--- src/rtl/idxreg_pkg.sv ---
package idxreg_pkg;

    localparam int unsigned DATA_W = 32;

    localparam logic [31:0] ID_REV0 = 32'h9000_0000;
    localparam logic [31:0] ID_REV1 = 32'h9000_0001;
    localparam logic [31:0] ID_REV2 = 32'h9000_0002;

    // register indices whose numbers software depends on
    localparam int unsigned IX_ID       = 0;
    localparam int unsigned IX_ENABLE   = 1;
    localparam int unsigned IX_WIDTH    = 2;
    localparam int unsigned IX_HEIGHT   = 3;
    localparam int unsigned IX_MAXW     = 4;
    localparam int unsigned IX_MAXH     = 5;
    localparam int unsigned IX_DEPTH    = 6;
    localparam int unsigned IX_BPP      = 7;
    localparam int unsigned IX_PITCH    = 12;
    localparam int unsigned IX_CFG      = 20;
    localparam int unsigned IX_SYNC     = 21;
    localparam int unsigned IX_BUSY     = 22;
    localparam int unsigned IX_CUR_ID   = 24;
    localparam int unsigned IX_CUR_X    = 25;
    localparam int unsigned IX_CUR_Y    = 26;
    localparam int unsigned IX_CUR_ON   = 27;
    localparam int unsigned IX_HBPP     = 28;
    localparam int unsigned IX_SCR_CNT  = 29;
    localparam int unsigned IX_ZERO_LO  = 30;
    localparam int unsigned IX_ZERO_HI  = 32;
    localparam int unsigned IX_PAL_LO   = 1024;
    localparam int unsigned IX_PAL_HI   = 1791;
    localparam int unsigned IX_SCR_BASE = 1792;

    localparam logic [31:0] CUR_HIDE = 32'd0;
    localparam logic [31:0] CUR_SHOW = 32'd1;

    typedef enum logic [4:0] {
        K_ID, K_ENABLE, K_WIDTH, K_HEIGHT, K_MAXW, K_MAXH, K_DEPTH,
        K_BPP, K_HBPP, K_PITCH, K_CFG, K_SYNC, K_BUSY, K_CUR_ID,
        K_CUR_X, K_CUR_Y, K_CUR_ON, K_SCR_CNT, K_ZERO, K_PAL, K_SCR, K_BAD
    } reg_kind_e;

    typedef struct packed {
        logic [31:0] lo;
        logic [31:0] hi;
        logic [31:0] prod;
        logic [31:0] cons;
    } buf_hdr_t;

    function automatic logic id_is_legal(input logic [31:0] v);
        return (v == ID_REV0) || (v == ID_REV1) || (v == ID_REV2);
    endfunction

    function automatic logic [31:0] depth_view(input int unsigned bits);
        return (bits == 32) ? 32'd24 : 32'(bits);
    endfunction

endpackage

--- src/rtl/idxreg_decode.sv ---
module idxreg_decode
    import idxreg_pkg::*;
#(
    parameter int IDX_W  = 16,
    parameter int N_SCR  = 8,
    parameter int SCR_AW = 3
) (
    input  logic [IDX_W-1:0]  idx,
    output reg_kind_e         kind,
    output logic [SCR_AW-1:0] scr_sel
);
    logic [31:0] ix;

    always_comb begin
        ix      = 32'(idx);
        kind    = K_BAD;
        scr_sel = '0;
        if (ix >= IX_PAL_LO && ix <= IX_PAL_HI) begin
            kind = K_PAL;
        end else if (ix >= IX_SCR_BASE && ix < IX_SCR_BASE + 32'(N_SCR)) begin
            kind    = K_SCR;
            scr_sel = SCR_AW'(ix - IX_SCR_BASE);
        end else if (ix >= IX_ZERO_LO && ix <= IX_ZERO_HI) begin
            kind = K_ZERO;
        end else begin
            case (ix)
                IX_ID:      kind = K_ID;
                IX_ENABLE:  kind = K_ENABLE;
                IX_WIDTH:   kind = K_WIDTH;
                IX_HEIGHT:  kind = K_HEIGHT;
                IX_MAXW:    kind = K_MAXW;
                IX_MAXH:    kind = K_MAXH;
                IX_DEPTH:   kind = K_DEPTH;
                IX_BPP:     kind = K_BPP;
                IX_PITCH:   kind = K_PITCH;
                IX_CFG:     kind = K_CFG;
                IX_SYNC:    kind = K_SYNC;
                IX_BUSY:    kind = K_BUSY;
                IX_CUR_ID:  kind = K_CUR_ID;
                IX_CUR_X:   kind = K_CUR_X;
                IX_CUR_Y:   kind = K_CUR_Y;
                IX_CUR_ON:  kind = K_CUR_ON;
                IX_HBPP:    kind = K_HBPP;
                IX_SCR_CNT: kind = K_SCR_CNT;
                default:    kind = K_BAD;
            endcase
        end
    end
endmodule

--- src/rtl/idxreg_hdrchk.sv ---
module idxreg_hdrchk
    import idxreg_pkg::*;
#(
    parameter int BUF_BYTES = 65536,
    parameter int MIN_SPAN  = 10240,
    parameter int HDR_BYTES = 16
) (
    input  buf_hdr_t hdr,
    output logic     hdr_ok
);
    logic        aligned;
    logic        lo_ok;
    logic        hi_ok;
    logic        span_ok;
    logic [32:0] need_hi;

    always_comb begin
        aligned = ((hdr.lo | hdr.hi | hdr.prod | hdr.cons) & 32'h3) == 32'h0;
        lo_ok   = hdr.lo >= 32'(HDR_BYTES);
        hi_ok   = hdr.hi <= 32'(BUF_BYTES);
        need_hi = {1'b0, hdr.lo} + 33'(MIN_SPAN);
        span_ok = {1'b0, hdr.hi} >= need_hi;
        hdr_ok  = aligned && lo_ok && hi_ok && span_ok;
    end
endmodule

--- src/rtl/idxreg_scratch.sv ---
module idxreg_scratch #(
    parameter int N  = 8,
    parameter int AW = 3,
    parameter int DW = 32
) (
    input  logic          clk,
    input  logic          rst,
    input  logic          we,
    input  logic [AW-1:0] sel,
    input  logic [DW-1:0] wdata,
    output logic [DW-1:0] rdata
);
    logic [N-1:0][DW-1:0] bank;

    for (genvar g = 0; g < N; g++) begin : g_word
        logic [DW-1:0] word_q;
        always_ff @(posedge clk) begin
            if (rst) begin
                word_q <= '0;
            end else if (we && sel == AW'(g)) begin
                word_q <= wdata;
            end
        end
        assign bank[g] = word_q;
    end

    assign rdata = bank[sel];
endmodule

--- src/rtl/idxreg_port.sv ---
module idxreg_port
    import idxreg_pkg::*;
#(
    parameter int IDX_W     = 16,
    parameter int W_BITS    = 12,
    parameter int H_BITS    = 11,
    parameter int MAX_W     = 2360,
    parameter int MAX_H     = 1770,
    parameter int PIX_BITS  = 32,
    parameter int CUR_W     = 16,
    parameter int N_SCR     = 8,
    parameter int BUF_BYTES = 65536,
    parameter int MIN_SPAN  = 10240,
    parameter int HDR_BYTES = 16
) (
    input  logic              clk,
    input  logic              rst,
    input  logic              idx_wr,
    input  logic [IDX_W-1:0]  idx_wdata,
    input  logic              val_wr,
    input  logic              val_rd,
    input  logic [31:0]       val_wdata,
    output logic [31:0]       val_rdata,
    input  logic [31:0]       hdr_min,
    input  logic [31:0]       hdr_max,
    input  logic [31:0]       hdr_next,
    input  logic [31:0]       hdr_stop,
    input  logic              run_done,
    output logic [31:0]       dev_id,
    output logic              mode_enable,
    output logic [W_BITS-1:0] mode_width,
    output logic [H_BITS-1:0] mode_height,
    output logic              cfg_done,
    output logic              inval_pulse,
    output logic [31:0]       cursor_id,
    output logic [CUR_W-1:0]  cursor_x,
    output logic [CUR_W-1:0]  cursor_y,
    output logic              cursor_vis,
    output logic              busy,
    output logic              run_start,
    output logic              bad_idx
);
    localparam int SCR_AW = (N_SCR > 1) ? $clog2(N_SCR) : 1;

    logic [IDX_W-1:0]  cur_idx;
    logic [31:0]       id_q;
    logic              en_q;
    logic [W_BITS-1:0] wid_q;
    logic [H_BITS-1:0] hgt_q;
    logic              cfg_q;
    logic              busy_q;
    logic [31:0]       cid_q;
    logic [CUR_W-1:0]  cx_q;
    logic [CUR_W-1:0]  cy_q;
    logic              vis_q;
    logic              inval_q;
    logic              start_q;
    logic              bad_q;

    reg_kind_e         kind;
    logic [SCR_AW-1:0] scr_sel;
    logic [31:0]       scr_rdata;
    logic              hdr_ok;
    buf_hdr_t          hdr;
    logic [31:0]       pitch;

    assign hdr = '{lo: hdr_min, hi: hdr_max, prod: hdr_next, cons: hdr_stop};

    idxreg_decode #(.IDX_W(IDX_W), .N_SCR(N_SCR), .SCR_AW(SCR_AW)) dec_i (
        .idx     (cur_idx),
        .kind    (kind),
        .scr_sel (scr_sel)
    );

    idxreg_hdrchk #(.BUF_BYTES(BUF_BYTES), .MIN_SPAN(MIN_SPAN), .HDR_BYTES(HDR_BYTES)) hdr_i (
        .hdr    (hdr),
        .hdr_ok (hdr_ok)
    );

    idxreg_scratch #(.N(N_SCR), .AW(SCR_AW), .DW(32)) scr_i (
        .clk   (clk),
        .rst   (rst),
        .we    (val_wr && kind == K_SCR),
        .sel   (scr_sel),
        .wdata (val_wdata),
        .rdata (scr_rdata)
    );

    always_ff @(posedge clk) begin
        if (rst) begin
            cur_idx <= '0;
            id_q    <= ID_REV2;
            en_q    <= 1'b0;
            wid_q   <= '0;
            hgt_q   <= '0;
            cfg_q   <= 1'b0;
            busy_q  <= 1'b0;
            cid_q   <= '0;
            cx_q    <= '0;
            cy_q    <= '0;
            vis_q   <= 1'b0;
            inval_q <= 1'b0;
            start_q <= 1'b0;
            bad_q   <= 1'b0;
        end else begin
            inval_q <= 1'b0;
            start_q <= 1'b0;
            if (idx_wr) begin
                cur_idx <= idx_wdata;
            end
            if (run_done) begin
                busy_q <= 1'b0;
            end
            if (val_rd && kind == K_BAD) begin
                bad_q <= 1'b1;
            end
            if (val_wr) begin
                case (kind)
                    K_ID: begin
                        if (id_is_legal(val_wdata)) id_q <= val_wdata;
                    end
                    K_ENABLE: begin
                        en_q    <= |val_wdata;
                        inval_q <= 1'b1;
                    end
                    K_WIDTH: begin
                        if (val_wdata <= 32'(MAX_W)) begin
                            wid_q   <= W_BITS'(val_wdata);
                            inval_q <= 1'b1;
                        end
                    end
                    K_HEIGHT: begin
                        if (val_wdata <= 32'(MAX_H)) begin
                            hgt_q   <= H_BITS'(val_wdata);
                            inval_q <= 1'b1;
                        end
                    end
                    K_BPP: begin
                        if (val_wdata != 32'(PIX_BITS)) begin
                            cfg_q   <= 1'b0;
                            inval_q <= 1'b1;
                        end
                    end
                    K_CFG: begin
                        if (val_wdata == 32'h0) begin
                            cfg_q <= 1'b0;
                        end else if (hdr_ok) begin
                            cfg_q <= 1'b1;
                        end
                    end
                    K_SYNC: begin
                        busy_q  <= 1'b1;
                        start_q <= 1'b1;
                    end
                    K_CUR_ID: cid_q <= val_wdata;
                    K_CUR_X:  cx_q  <= CUR_W'(val_wdata);
                    K_CUR_Y:  cy_q  <= CUR_W'(val_wdata);
                    K_CUR_ON: begin
                        if (val_wdata == CUR_SHOW) begin
                            vis_q <= 1'b1;
                        end else if (val_wdata == CUR_HIDE) begin
                            vis_q <= 1'b0;
                        end
                    end
                    default: ;
                endcase
            end
        end
    end

    assign pitch = (32'(wid_q) * 32'(PIX_BITS)) >> 3;

    always_comb begin
        case (kind)
            K_ID:      val_rdata = id_q;
            K_ENABLE:  val_rdata = 32'(en_q);
            K_WIDTH:   val_rdata = 32'(wid_q);
            K_HEIGHT:  val_rdata = 32'(hgt_q);
            K_MAXW:    val_rdata = 32'(MAX_W);
            K_MAXH:    val_rdata = 32'(MAX_H);
            K_DEPTH:   val_rdata = depth_view(PIX_BITS);
            K_BPP:     val_rdata = 32'(PIX_BITS);
            K_HBPP:    val_rdata = 32'(PIX_BITS);
            K_PITCH:   val_rdata = pitch;
            K_CFG:     val_rdata = 32'(cfg_q);
            K_SYNC:    val_rdata = 32'(busy_q);
            K_BUSY:    val_rdata = 32'(busy_q);
            K_CUR_ID:  val_rdata = cid_q;
            K_CUR_X:   val_rdata = 32'(cx_q);
            K_CUR_Y:   val_rdata = 32'(cy_q);
            K_CUR_ON:  val_rdata = 32'(vis_q);
            K_SCR_CNT: val_rdata = 32'(N_SCR);
            K_SCR:     val_rdata = scr_rdata;
            default:   val_rdata = 32'h0;
        endcase
    end

    assign dev_id      = id_q;
    assign mode_enable = en_q;
    assign mode_width  = wid_q;
    assign mode_height = hgt_q;
    assign cfg_done    = cfg_q;
    assign inval_pulse = inval_q;
    assign cursor_id   = cid_q;
    assign cursor_x    = cx_q;
    assign cursor_y    = cy_q;
    assign cursor_vis  = vis_q;
    assign busy        = busy_q;
    assign run_start   = start_q;
    assign bad_idx     = bad_q;
endmodule

--- config.mk ---
export PLATFORM = sky130hd
export DESIGN_NAME = idxreg_port
export DESIGN_NICKNAME = d
export VERILOG_FILES = /design/src/rtl/idxreg_pkg.sv /design/src/rtl/idxreg_decode.sv /design/src/rtl/idxreg_hdrchk.sv /design/src/rtl/idxreg_scratch.sv /design/src/rtl/idxreg_port.sv
export SDC_FILE = /design/constraint.sdc
export NUM_CORES = 1
export LEC_CHECK = 0
export ABC_AREA = 1
export BUFFER_PORTS_ARGS = -buffer_cell sky130_fd_sc_hd__buf_2
export CAP_MARGIN = 30
export CORE_UTILIZATION = 57
export DETAILED_ROUTE_END_ITERATION = 7
export PLACE_DENSITY = 0.8
export SYNTH_ARGS = -nofsm -noshare
export SYNTH_HDL_FRONTEND = slang
export SYNTH_SLANG_ARGS = --single-unit
--- constraint.sdc ---
create_clock -name clk -period 4.05 [get_ports clk]
set_input_delay 0.6075 -clock clk [delete_from_list [all_inputs] [get_ports clk]]
set_output_delay 0.6075 -clock clk [all_outputs]
set_load 0.01 [all_outputs]
==> results.cfg, run 1 <==
[clock_tree]
cts_tree = yes
insertion_delay_ns = 0.56
clkTransAtPathRegs_ns = 0.06
cts_htree_levels = 2
cts.sinks = 403
cts_buffers = 43
clock-root-buffer = clkbuf_16
cts_max_path_buffers = 3
cts_hold_buf = 0

[route]
drt_iter0_drc = 2439
drtAntennaViolNets = 0
vias_per_cell = 5.52
wl_per_cell_um = 17.4
remaining_drc_errors = 4
firstDrtPassIters = 8
routed_wl_mm = 70.0
dr_total_vias = 22198

[yosys]
yosys_warnings = 0
ys_ff_latch = 403
ys_seq_area_frac = 0.389
avgSynthCellArea_um2 = 6.23
synth_fp_nets = 3551
syn_area_mm2 = 0.0207
synth_common_cells = nand2_1, nor2_1, inv_1, dfxtp_1, o21ai_0
synth_most_common_cell = nand2_1
synth_top_area_cell = dfxtp_1
synth_edf_count = 0
ys.flop_type = dfxtp_1
ys_top_cells_by_area = dfxtp_1, nand2_1, nor2_1
async_flop_share = 0
synth_cells = 3330
ys_types = 40
synth_top_cell_area_share = 0.389

[grt]
grt_overflow_total = 0
grt_util_all_layers = 0.370
grt_pass1_wl_mm = 107
grt_pass1_vias = 20148
grt_start_max_net_pins = 206
antenna_found_initial = 4

[die]
ios = 340
dieArea_mm2 = 0.0371
die_h_um = 193
start_util = 0.582
core_mm2 = 0.0357
rows = 69
die_x_um = 193

[setup_path]
cp_slowest_cell = o31ai_1
cpPeakStageDelay_ns = 0.54
cp-start-kind = flop
path_cells = nor2_2, inv_1, nor2_1, nand2_1, inv_1, nand2_1, nand2_1, buf_4, o22ai_1, o31ai_1, nand2_1, nand3_1, buf_2
cp.arrival_ns = 3.30
path_class = reg2out
worst_ep_required_time_ns = 3.44
cp_max_fo = 7
crit_top_cell = nand2_1
endpoint_kind = primary output

[sta]
period_share = 0.964
fin_skew_ns = 0.0217
finalHoldViolCount = 0
worst_pin_slew_ns = 0.976
fin_hold_ws_ns = 0.269
fmax_ghz = 0.256
fin_ws_ns = 0.145
period_needed_ns = 3.91
relSlewSlack = 0.349
setup_viol_count_final = 0
drv_slew = 0

[placement]
io_buffer_count = 279
gp_congestion = 0.995
hpwlAfterDp_mm = 47.8
place_ws_ns = 0.337

[layout]
drive_above_1_share = 0.124
final_nets = 3749
syn_to_final_growth_pct = 15.1
fillers = 3189
fin_util = 0.669

[power]
powerDensity_mw_per_mm2 = 356
fin_total_pwr_mw = 8.49
power.leakage_nw = 13.1
max-vdd-ir-drop_uv = 324

[job]
max_cap_viol_count = 0

[outcome]
status = complete, but fails checks
violations = design-rule violations

[worst_hold_path]
hold_path.class = in2reg
worst paths after layout:
| kind | startpoint | end | slack [ns] | cells past startpoint |
|---|---|---|---|---|
| max | cur_idx[5] | val_rdata[18] | 0.14 | 13 |
| min | run_done | busy | 0.27 | 2 |
| max reg2reg | cur_idx[12] | scr_i.g_word[5].word_q[21] | 0.70 | 15 |
| min reg2reg | dev_id[14] | dev_id[14] | 0.45 | 2 |
final cells by class:
type	instances	area, um^2	share of cell area
tap	461	577	0.0242
antenna	4	10.0	0.000420
sequential	403	8070	0.338
timing repair buffer	342	1990	0.0832
inverter	409	1540	0.0647
clock inverter	12	104	0.00435
clock buffer	64	1290	0.0539
multi-input combinational	2329	10300	0.431
per-layer routing:
metal / track usage / routed length [um]
met5: 0 / 17
met4: 0.166 / 3000
met1: 0.471 / 27800
met3: 0.0775 / 7650
met2: 0.598 / 31500
repair_timing:
action | CTS | global route
resized for setup | 0 | 13
setup buffers | 0 | 8
endpoints found under the setup margin | 0 | 30
worst max-delay path, delay by kind of cell (launching register included):
kind                   cells  cell delay [ns]
AO/OA/AOI/OAI              2             0.63
AND/OR/NAND/NOR            7             1.16
buffers and inverters      4             0.63
flip-flops                 1             0.32
layout by cell type (no fill, tap or decap), types with 8 or more instances in the layout:
cell / count
clkbuf_8: 11
dfxtp_1: 403
buf_4: 53
nor3_1: 33
clkbuf_1: 9
nand2_1: 928
o31ai_1: 15
clkinv_2: 8
buf_2: 279
and3_1: 20
xor2_1: 14
o2111ai_1: 17
nor2_1: 789
clkbuf_16: 44
nand4_1: 57
a21oi_1: 99
inv_1: 403
o22ai_1: 19
nor4_1: 15
o21ai_0: 159
nor2_2: 8
ha_1: 39
buf_12: 9
nand3_1: 66
nand3_2: 9
logic make-up after synthesis:
group           after synthesis  synth area share
compound gates              329            0.0874
xor+xnor                     17           0.00718
fa+ha+maj                    39            0.0235
buf+inv                     598             0.119
flops                       403             0.389
simple gates               1944             0.374
registers in the layout, indices dropped and copies added, names as in the netlist, 11 cells and up, named ones only:
name                 count
scr_i.g_word.word_q    256
cursor_x                16
cursor_id               32
cursor_y                16
cur_idx                 16
mode_height             11
dev_id                  32
mode_width              12
report_power, final:
part | internal [mW] | leakage [nW] | switching [mW]
registers | 3.99 | 3.25 | 0.0171
logic | 0.164 | 9.12 | 0.414
clock network | 2.26 | 0.693 | 1.64
total | 6.42 | 13.1 | 2.07
stage by stage:
step	cells	TNS (ns)	cell area, um^2
5_1_grt	4020	-0.00465	23900
2_1_floorplan	3330	0	20700
4_1_cts	4012	0	23700
6_report	4024	0	23900
3_3_place_gp	3936	0	22300
3_5_place_dp	3936	0	22300
(Power assumes the default switching activity.)
==> run 2, diff against run 1 <==
Settings changed: RECOVER_POWER from default to 50.
==> run 2 against run 1 <==
Against the previous run:
- the flow finishes with violations (design-rule violations, max-capacitance violations, max-slew violations)
- global-route usage unchanged
- first-iteration DRC count fell by 0.78%
- combinational power is essentially flat
- clock power about the same
- non-clock buffer count did not move
- routed wire length decreased by 0.14%
- total power is 0.18% lower
- sequential power hardly changed
==> results.cfg, run 2 (synthesized netlist as in run 1, its figures left out) <==
[outcome]
status = complete, but fails checks
violations = design-rule violations, max-capacitance violations, max-slew violations

[layout]
drive_above_1_share = 0.0879
stdcell_count = 4025
fin_util = 0.665
largest_reg_flops = 256
most-common-layout-cells = nand2_1, nor2_1, inv_1, dfxtp_1, o21ai_0
largest-register = scr_i.g_word.word_q
final_nets = 3749
mostFrequentLayoutCell = nand2_1
syn_to_final_growth_pct = 14.3
fillers = 3256
postLayoutCellArea_mm2 = 0.0237

[sta]
finalHoldViolCount = 0
period_needed_ns = 3.86
setup_viol_count_final = 0
fin_skew_ns = 0.0180
drv_slew = 82
worst_pin_slew_ns = 1.65
tns_ns = 0
period_share = 0.952
fmax_ghz = 0.259
relSlewSlack = -0.0999

[clock_tree]
cts.sinks = 403
clkTransAtPathRegs_ns = 0.06
cts_hold_buf = 0
clock-root-buffer = clkbuf_16
cts_max_path_buffers = 3
insertion_delay_ns = 0.56
cts_htree_levels = 2
cts_tree = yes
cts_buffers = 43

[setup_path]
cp_max_fo = 7
path_class = reg2out
worstRegToRegCells = 15
worst_ep_required_time_ns = 3.44
r2r_setup_slack_ns = 0.70
startpoint = cur_idx[5]
rr_startpoint = cur_idx[12]
r2r_end = scr_i.g_word[5].word_q[21]
endpoint_kind = primary output
cp-start-kind = flop
cp.arrival_ns = 3.25

[route]
drt_iter0_drc = 2420
dr_total_vias = 22245
firstDrtPassIters = 8
remaining_drc_errors = 4
drtAntennaViolNets = 0
routed_wl_mm = 69.9
wl_per_cell_um = 17.4
vias_per_cell = 5.53

[die]
core_mm2 = 0.0357
start_util = 0.582
die_h_um = 193
dieArea_mm2 = 0.0371
die_x_um = 193
rows = 69
ios = 340

[worst_hold_path]
min-delay-start = run_done
hold_end = busy
holdPathStages = 2
hold_path.class = in2reg

[placement]
placed_area_mm2 = 0.0223
io_buffer_count = 279
dp.cells = 3936
gp_congestion = 0.995
hpwlAfterDp_mm = 47.8

[power]
powerDensity_mw_per_mm2 = 358
fin_total_pwr_mw = 8.48
power.leakage_nw = 12.5
max-vdd-ir-drop_uv = 337

[grt]
antenna_found_initial = 4
met1_usage = 0.471
grt_pass1_vias = 20148
grt.busiest_layer = met2
grt_use_met2 = 0.598
grt_start_max_net_pins = 206
grt_pass1_wl_mm = 107
grt_util_all_layers = 0.370
use_met3 = 0.0775
grt_overflow_total = 0

[job]
max_cap_viol_count = 1
==> run 2: changes by cell type in the layout (fill, tap and decap cells not counted) <==
cell,previous run,this run
buf_2,279,151
clkbuf_1,9,137
buf_4,53,52
clkbuf_2,0,1
diode_2,4,5
==> run 2: layout make-up <==
type	count	area, um^2	area share
clock inverter	12	104	0.00438
timing repair buffer	342	1820	0.0769
clock buffer	64	1290	0.0543
inverter	409	1540	0.0651
tap	461	577	0.0243
antenna	5	12.5	0.000528
sequential	403	8070	0.340
multi-input combinational	2329	10300	0.434
==> run 2: repair_timing <==
item | 4_1_cts | 5_1_grt
setup buffers | 0 | 8
resized for setup | 0 | 13
setup endpoints to repair | 0 | 30
==> run 2: through the flow <==
stage / hold slack [ns] / worst slack (ns)
5_1_grt: 0.263 / -0.00400
3_3_place_gp: 0.442 / 0.358
4_1_cts: 0.256 / 0.0189
3_5_place_dp: 0.444 / 0.337
2_1_floorplan: 0.460 / 0.955
6_report: 0.267 / 0.192
==> run 2: power breakdown <==
| part | internal, mW | switching, mW |
|---|---|---|
| clock network | 2.26 | 1.63 |
| logic | 0.163 | 0.414 |
| registers | 3.99 | 0.0172 |
| total | 6.42 | 2.06 |
==> run 2: worst max path at each step <==
stage                         end  slack (ns)  depth (start not counted)
finish              val_rdata[18]        0.19                         13
global route         val_rdata[6]      -0.004                         12
CTS                  val_rdata[0]        0.02                         15
detailed placement       cfg_done        0.34                         24
global placement         cfg_done        0.36                         24
floorplan                cfg_done        0.96                         23
==> run 2: metal layers <==
layer	up-vias	part of all wire
met1	10110	0.39
met3	225	0.11
met4	2	0.043
met5	-	0.00024
met2	1289	0.45
li1	10619	-
==> run 2: critical path, cell delays in order, from the launching register on <==
cell	delay, ns
dfxtp_1	0.32
nor2_2	0.17
inv_1	0.05
nor2_1	0.14
nand2_1	0.12
inv_1	0.17
nand2_1	0.07
nand2_1	0.44
buf_4	0.28
o22ai_1	0.09
o31ai_1	0.49
nand2_1	0.13
nand3_1	0.10
buf_2	0.13
